===== src/rtl/invq_pkg.sv =====
package invq_pkg;

  typedef enum logic [1:0] {
    BAR_NONE  = 2'b00,
    BAR_READ  = 2'b01,
    BAR_WRITE = 2'b10,
    BAR_FULL  = 2'b11
  } bar_kind_e;

  // bit 0: the barrier orders loads (tags the invalidate queue)
  function automatic logic bar_tags_queue(input logic [1:0] kind);
    return kind[0];
  endfunction

  // bit 1: the barrier orders stores (mark request to the store buffer)
  function automatic logic bar_tags_stores(input logic [1:0] kind);
    return kind[1];
  endfunction

endpackage


===== src/rtl/invq_fifo.sv =====
module invq_fifo #(
  parameter int DEPTH  = 8,
  parameter int LINE_W = 26
) (
  input  logic                         clk,
  input  logic                         rst,
  input  logic                         push,
  input  logic [LINE_W-1:0]            push_line,
  input  logic                         pop,
  output logic [LINE_W-1:0]            head_line,
  output logic [$clog2(DEPTH+1)-1:0]   count,
  output logic                         empty,
  output logic                         full
);
  localparam int PTR_W = (DEPTH > 1) ? $clog2(DEPTH) : 1;
  localparam int CNT_W = $clog2(DEPTH+1);
  localparam logic [PTR_W-1:0] LAST = PTR_W'(DEPTH-1);

  logic [LINE_W-1:0] store_mem [DEPTH];
  logic [PTR_W-1:0]  wr_ptr, rd_ptr;
  logic [CNT_W-1:0]  cnt_q;

  // storage without reset so it maps onto distributed RAM
  always_ff @(posedge clk) begin
    if (push) store_mem[wr_ptr] <= push_line;
  end

  always_ff @(posedge clk) begin
    if (rst) begin
      wr_ptr <= '0;
      rd_ptr <= '0;
      cnt_q  <= '0;
    end else begin
      if (push) wr_ptr <= (wr_ptr == LAST) ? '0 : wr_ptr + PTR_W'(1);
      if (pop)  rd_ptr <= (rd_ptr == LAST) ? '0 : rd_ptr + PTR_W'(1);
      cnt_q <= cnt_q + CNT_W'(push) - CNT_W'(pop);
    end
  end

  assign head_line = store_mem[rd_ptr];
  assign count     = cnt_q;
  assign empty     = (cnt_q == '0);
  assign full      = (cnt_q == CNT_W'(DEPTH));

endmodule


===== src/rtl/invq_mark_ctrl.sv =====
module invq_mark_ctrl #(
  parameter int DEPTH        = 8,
  parameter bit DRAIN_ON_BAR = 1'b0
) (
  input  logic                        clk,
  input  logic                        rst,
  input  logic                        bar_tag,
  input  logic                        push,
  input  logic                        pop,
  input  logic [$clog2(DEPTH+1)-1:0]  count,
  output logic [$clog2(DEPTH+1)-1:0]  marked_count,
  output logic                        load_stall,
  output logic                        drain_hold
);
  localparam int CNT_W = $clog2(DEPTH+1);

  logic [CNT_W-1:0] count_next;
  logic [CNT_W-1:0] marked_q, marked_n;
  logic             drain_q, drain_n;
  logic             stall_q;

  // Marked entries always form a prefix from the head of the FIFO,
  // so one counter replaces a mark bit per entry.
  always_comb begin
    count_next = count + CNT_W'(push) - CNT_W'(pop);
    if (bar_tag)
      marked_n = count_next;
    else if (pop && (marked_q != '0))
      marked_n = marked_q - CNT_W'(1);
    else
      marked_n = marked_q;
  end

  generate
    if (DRAIN_ON_BAR) begin : g_full_drain
      always_comb begin
        if (count_next == '0)
          drain_n = 1'b0;
        else if (bar_tag)
          drain_n = 1'b1;
        else
          drain_n = drain_q;
      end
    end else begin : g_tag_only
      assign drain_n = 1'b0;
    end
  endgenerate

  always_ff @(posedge clk) begin
    if (rst) begin
      marked_q <= '0;
      drain_q  <= 1'b0;
      stall_q  <= 1'b0;
    end else begin
      marked_q <= marked_n;
      drain_q  <= drain_n;
      stall_q  <= (marked_n != '0) || drain_n;
    end
  end

  assign marked_count = marked_q;
  assign load_stall   = stall_q;
  assign drain_hold   = drain_q;

endmodule


===== src/rtl/invq_sb_req.sv =====
module invq_sb_req
  import invq_pkg::*;
(
  input  logic       clk,
  input  logic       rst,
  input  logic       bar_valid,
  input  logic [1:0] bar_kind,
  output logic       sb_snoop,
  output logic       sb_mark
);
  always_ff @(posedge clk) begin
    if (rst) begin
      sb_snoop <= 1'b0;
      sb_mark  <= 1'b0;
    end else begin
      sb_snoop <= bar_valid && bar_tags_queue(bar_kind);
      sb_mark  <= bar_valid && bar_tags_stores(bar_kind);
    end
  end
endmodule


===== src/rtl/invq_barrier_top.sv =====
module invq_barrier_top
  import invq_pkg::*;
#(
  parameter int DEPTH        = 8,
  parameter int LINE_W       = 26,
  parameter bit DRAIN_ON_BAR = 1'b0
) (
  input  logic                        clk,
  input  logic                        rst,
  input  logic                        inv_valid,
  input  logic [LINE_W-1:0]           inv_line,
  output logic                        inv_ready,
  output logic                        inv_ack,
  input  logic                        bar_valid,
  input  logic [1:0]                  bar_kind,
  output logic                        sb_snoop,
  output logic                        sb_mark,
  output logic                        tag_inv_valid,
  output logic [LINE_W-1:0]           tag_inv_line,
  input  logic                        tag_inv_ready,
  input  logic                        ld_req,
  output logic                        ld_go,
  output logic                        load_stall,
  output logic [$clog2(DEPTH+1)-1:0]  marked_count
);
  localparam int CNT_W = $clog2(DEPTH+1);

  logic             push, pop, empty, full, drain_hold, bar_tag;
  logic [CNT_W-1:0] count;

  assign inv_ready     = !full && !drain_hold;
  assign inv_ack       = inv_valid && inv_ready;
  assign push          = inv_ack;
  assign tag_inv_valid = !empty;
  assign pop           = tag_inv_valid && tag_inv_ready;
  assign bar_tag       = bar_valid && bar_tags_queue(bar_kind);
  assign ld_go         = ld_req && !load_stall;

  invq_fifo #(.DEPTH(DEPTH), .LINE_W(LINE_W)) u_fifo (
    .clk       (clk),
    .rst       (rst),
    .push      (push),
    .push_line (inv_line),
    .pop       (pop),
    .head_line (tag_inv_line),
    .count     (count),
    .empty     (empty),
    .full      (full)
  );

  invq_mark_ctrl #(.DEPTH(DEPTH), .DRAIN_ON_BAR(DRAIN_ON_BAR)) u_mark (
    .clk          (clk),
    .rst          (rst),
    .bar_tag      (bar_tag),
    .push         (push),
    .pop          (pop),
    .count        (count),
    .marked_count (marked_count),
    .load_stall   (load_stall),
    .drain_hold   (drain_hold)
  );

  invq_sb_req u_sb (
    .clk       (clk),
    .rst       (rst),
    .bar_valid (bar_valid),
    .bar_kind  (bar_kind),
    .sb_snoop  (sb_snoop),
    .sb_mark   (sb_mark)
  );

endmodule


===== config.mk =====
export PLATFORM = sky130hd
export DESIGN_NAME = invq_barrier_top
export DESIGN_NICKNAME = d
export VERILOG_FILES = /design/src/rtl/invq_pkg.sv /design/src/rtl/invq_fifo.sv /design/src/rtl/invq_mark_ctrl.sv /design/src/rtl/invq_sb_req.sv /design/src/rtl/invq_barrier_top.sv
export SDC_FILE = /design/constraint.sdc
export NUM_CORES = 1
export LEC_CHECK = 0
export ABC_AREA = 1
export BUFFER_PORTS_ARGS = -buffer_cell sky130_fd_sc_hd__buf_4
export CAP_MARGIN = 20
export CORE_MARGIN = 2
export CORE_UTILIZATION = 59
export CTS_CLUSTER_DIAMETER = 120
export CTS_CLUSTER_SIZE = 20
export DETAILED_ROUTE_END_ITERATION = 12
export PLACE_DENSITY = 0.79
export SLEW_MARGIN = 20
export SYNTH_ARGS = -nofsm -noshare
export SYNTH_HDL_FRONTEND = slang
export SYNTH_SLANG_ARGS = --single-unit

===== constraint.sdc =====
create_clock -name clk -period 2.79 [get_ports clk]
set_input_delay 0.4185 -clock clk [delete_from_list [all_inputs] [get_ports clk]]
set_output_delay 0.4185 -clock clk [all_outputs]
set_load 0.03 [all_outputs]

# After elaboration in Yosys (flattened, before gate mapping)
# Memory sizes are Yosys's and may differ from the RTL's. A register that Yosys moved wholly into a read port is not among the register bits.
# Cells that the tools add are included.
[totals]
ff_bits = 17
latch_bits = 0
ramBits = 208
rom_bits = 0
out_inout_bits = 37
word_cells = 36
memories = 1
[memory_table]
columns = ["memory", "words", "width", "rd", "rd_ports_with_merged_regs", "write_ports", "line", "rtl"]
rows = [
  ["u_fifo.store_mem", 8, 26, 1, 1, 1, "invq_fifo.sv:19", "logic [LINE_W-1:0] store_mem [DEPTH];"],
]
[classes]
addsub = 5
mul = 0
div_mod_pow = 0
magnitude_cmp = 0
eq_ne = 3
shift = 0
n_mux = 8
n_bitwise = 0
reduce_logical = 12
[ops]
columns = ["operator", "count"]
rows = [
  ["$mux 3", 4],
  ["$mux 4", 2],
  ["$reduce_bool 4->1", 2],
  ["$add 3x1->3 const B", 2],
  ["$eq 3x3->1 const B", 2],
  ["$logic_and 1x1->1", 6],
  ["$add 4x1->4", 1],
  ["$eq 4x4->1 const B", 1],
  ["$logic_not 4->1", 1],
  ["$sub 4x1->4", 1],
  ["$sub 4x1->4 const B", 1],
  ["$logic_not 1->1", 3],
  ["$mux 1", 2],
]

# Longest topological paths before layout
[depth]
ltp_word = 7
ltp_mapped = 15
mapped_depth_nobuf = 15

# Modules after synthesis
# A second synthesis with hierarchy kept.
[unflattened]
hier_cells = 1073
hier_area_um2 = 10297.4
[by_module_without_submodules]
columns = ["mod", "n_inst", "cells_per_inst", "area_per_inst_um2", "seq_area_each_um2"]
rows = [
  ["invq_fifo", 1, 985, 9726.8, 6506.2],
  ["invq_mark_ctrl", 1, 69, 459.2, 100.1],
  ["invq_sb_req", 1, 6, 57.6, 40.0],
  ["invq_barrier_top", 1, 13, 53.8, 0.0],
]

# Least setup slack after synthesis
# OpenSTA, ideal clock, no wires.
[synth_timing]
path_kind = "register to register"
start = "reg u_fifo.cnt_q[2], in the netlist u_fifo.count[2]"
end = "mem u_fifo.store_mem[0][0], enable pin"
arrival_ps = 2542
required_time_ps = 2381
setup_slack_ps = -161
path_stages_with_launch = 8
n_path_buf = 0
synth_period_minus_slack_ps = 2951
path_cell_list = "dfxtp_1 > inv_1 > ha_1 > nand3_1 > nand2_1 > inv_1 > nand2_1 > nor2_1"
[synth_between]
elab_chain_len = 5
[synth_lines]
columns = ["element", "line", "rtl"]
rows = [
  ["start: declaration", "invq_fifo.sv:21", "logic [CNT_W-1:0] cnt_q;"],
  ["start signal: assignment", "invq_fifo.sv:36", "cnt_q <= cnt_q + CNT_W'(push) - CNT_W'(pop);"],
  ["$eq 4x4->1", "invq_fifo.sv:43", "assign full = (cnt_q == CNT_W'(DEPTH));"],
  ["$logic_not 1->1", "invq_barrier_top.sv:31", "assign inv_ready = !full && !drain_hold;"],
  ["net inv_ready", "invq_barrier_top.sv:12", "output logic inv_ready,"],
  ["$logic_and 1x1->1", "invq_barrier_top.sv:32", "assign inv_ack = inv_valid && inv_ready;"],
  ["net inv_ack", "invq_barrier_top.sv:13", "output logic inv_ack,"],
  ["$mux 1", "invq_fifo.sv:25", "if (push) store_mem[wr_ptr] <= push_line;"],
  ["$mux 1 (implied by the code)", "invq_fifo.sv:25", ""],
  ["end: declaration", "invq_fifo.sv:19", ""],
]
# The timed path passes the listed nets, and every way through them passes these cells.

==> run summary <==
max-cap violation count -> 0
Req. time, crit path -> 2370 ps
number of H-tree levels -> 1
Min-Delay Path Class -> in -> reg
Startpoint Class -> register
Seq/Total Area, Yosys -> 72.2%
worst-path cell chain -> inv_4 > buf_12 > nor2_1 > o32ai_1 > nand2_1 > nand2_1 > buf_4
Worst R2R Path Depth -> 14
IO buf count -> 70
CP Data Arrival Time -> 2190 ps
Wirelength per Cell -> 18.8 µm
Yosys reg bits -> 228
internal power -> 6270 µW
commonest non-fill, non-tap cells in the layout -> edfxtp_1, nor2_1, nand2_1
sequential power share -> 42.8%
Post-synth EDFFs -> 208
CP top delay family -> buffers and inverters
Post-CTS Setup Inserts -> 0
pwr dens -> 941 nW/µm²
Final setup viols -> 0
vias -> 5779
initial antenna violation count -> 0
ratio of cells with drive above 1 in the final layout -> 18.4%
met3 Use GR -> 3.41%
Primary FF master, synth -> edfxtp_1
Clock power frac -> 21.0%
DRC viols -> 0
Max Root-Sink Buffers -> 3
clock latency on the worst-skew pair -> 470 ps
Least-Margin Pin Slew -> 614 ps
maximum vdd drop -> 0.836 mV
syn_nets -> 769
Placeable Area -> 15200 µm²
post-synthesis cell type count -> 29
# IOs -> 71
Detailed Routing Iterations Pass 1 -> 5
RSZ-0062 raised after global routing -> no
slowest CP cell -> dfxtp_2
main area contributors after synthesis -> edfxtp_1, nor2_1, dfxtp_1, nand2_1, o32ai_1
post-route minimum period -> 2610 ps
CP Depth -> 7
Comb pwr share -> 36.2%
clock slew at reported path FFs -> 80 ps
Worst R2R End -> u_mark.load_stall
cell count after synthesis -> 723
Slew headroom -> 58.8%
area growth from synthesis to layout -> 12.7%
CTS tree -> yes
Die Wd -> 129 µm
# rows -> 45
Sw Ratio -> 35.7%
largest net degree at the start of global routing -> 105
GR peak layer -> met2
global-route wire length before repair -> 29300 µm
reg2reg setup slack -> 230 ps
Final Hold Slack -> 165 ps
switching power -> 3490 µW
placer congestion estimate -> 0.834
Initial Util -> 60.5%
Layout Skew -> 16.9 ps
Synth async-reset ratio -> 0%
GRT overflow -> 0
vias in the first global route -> 5834
number of routed nets with antenna violations -> 0
full die area -> 16600 µm²
CP peak stage delay -> 350 ps
most common cell after layout, fill and taps aside -> edfxtp_1
fin nets -> 838
crit-path max FO -> 60
Final Cell Area -> 10400 µm²
r2r startpoint -> u_fifo.count[2]
ant diodes -> 0
GRT Overall Usage -> 22.8%
CTS root buf -> clkbuf_16
FMAX -> 383 MHz
HPWL Detailed -> 10800 µm
status -> finished, final reports clean
M2 GR Usage -> 40.1%
Yosys top cell by area -> edfxtp_1
Sink Count -> 228
Syn Std Cell Area -> 9200 µm²
Critical Path End Type -> output pin
LEAKAGE -> 0.00377 µW
final period utilization -> 93.6%
DRT iter0 DRCs -> 452
Hold Vio Cnt, Final -> 0
Post-DP Area -> 9950 µm²
CTS Buf Count -> 15
critical path class -> reg -> out
Yosys top cell area share -> 67.9%
vias per cell -> 5.86
height of the die -> 129 µm
worst path bufs/invs -> 3
cts hold-fix bufs -> 0
synth warn -> 0
GRT met1 Usage -> 30.0%
Post-Route WL -> 18500 µm
syn_area_per_cell -> 12.7 µm²
Worst path most repeated cell -> nand2_1
post-CTS sizing -> 0
Slew Limit Fails -> 0
Setup crit end -> tag_inv_line[7]
[cell type report]
type | instances | area [µm²]
Inverter | 29 | 111
Multi-Input combinational cell | 427 | 2220
Tap cell | 188 | 235
Clock inverter | 1 | 16.3
Sequential cell | 228 | 6650
Clock buffer | 23 | 405
Fill cell | 1043 | 4830
Timing Repair Buffer | 91 | 733
[metrics by stage]
| step | worst slack, ps | total power [µW] | setup TNS [ps] | instances | util, % |
|---|---|---|---|---|---|
| floorplan | -161 | 6670 | -16760 | 723 | - |
| global placement | 406 | 7630 | 0 | 963 | 65.5 |
| detailed placement | 238 | 7790 | 0 | 963 | 65.5 |
| CTS | 179 | 9830 | 0 | 987 | 68.2 |
| global route | 38.0 | 10300 | 0 | 987 | 68.2 |
| finish | 179 | 9760 | 0 | 987 | 68.2 |
[registers in the layout (all words and copies together) (netlist names), named ones only]
| name | cells |
|---|---|
| u_mark.marked_count | 4 |
| u_sb.sb_mark | 1 |
| u_fifo.count | 4 |
| u_fifo.rd_ptr | 3 |
| u_mark.load_stall | 1 |
| u_sb.sb_snoop | 1 |
| u_fifo.wr_ptr | 3 |
| u_fifo.store_mem | 208 |
[kinds of logic after synthesis]
group	count (synthesis)	synth area share, %
AO/OA/AOI/OAI	117	9.25
XOR/XNOR	3	0.286
adder cells (fa/ha/maj)	12	1.71
flip-flops	228	72.2
buffers and inverters	68	3.83
AND/OR/NAND/NOR	295	12.7
[cells in the mapped netlist, types with 7 or more instances]
master	number
edfxtp_1	208
o32ai_2	8
buf_2	7
nor2_1	163
nand3_1	9
nand2_1	103
inv_1	22
dfxtp_1	20
ha_1	11
o32ai_1	44
o21ai_0	59
clkbuf_1	17
nor2_2	16
[worst min-delay path by stage]
stage / startpoint / end / slack (ps) / cells past startpoint
CTS: inv_line[15] / u_fifo.store_mem[3][15] / 160 / 1
detailed placement: u_fifo.rd_ptr[1] / register / 500 / 2
global route: inv_line[14] / u_fifo.store_mem[3][14] / 170 / 1
global placement: u_fifo.rd_ptr[1] / register / 490 / 2
floorplan: u_fifo.rd_ptr[1] / register / 480 / 2
finish: inv_line[15] / u_fifo.store_mem[3][15] / 160 / 1
[power by group through the flow]
stage,registers [µW],logic (µW),clock network (µW)
global route,4210,3860,2200
CTS,4180,3560,2090
finish,4180,3530,2050
global placement,4230,3400,0
floorplan,4280,2390,0
detailed placement,4250,3540,0
[layer usage]
metal  wire length, µm  share of wire [%]  up-vias
li1                  -                  -     2713
met1              7540                 41     2837
met2              9440                 51      195
met3              1190                6.4       34
met4               369                2.0        0
met5                 0                  0        -
Power figures use the tool's default switching activity.
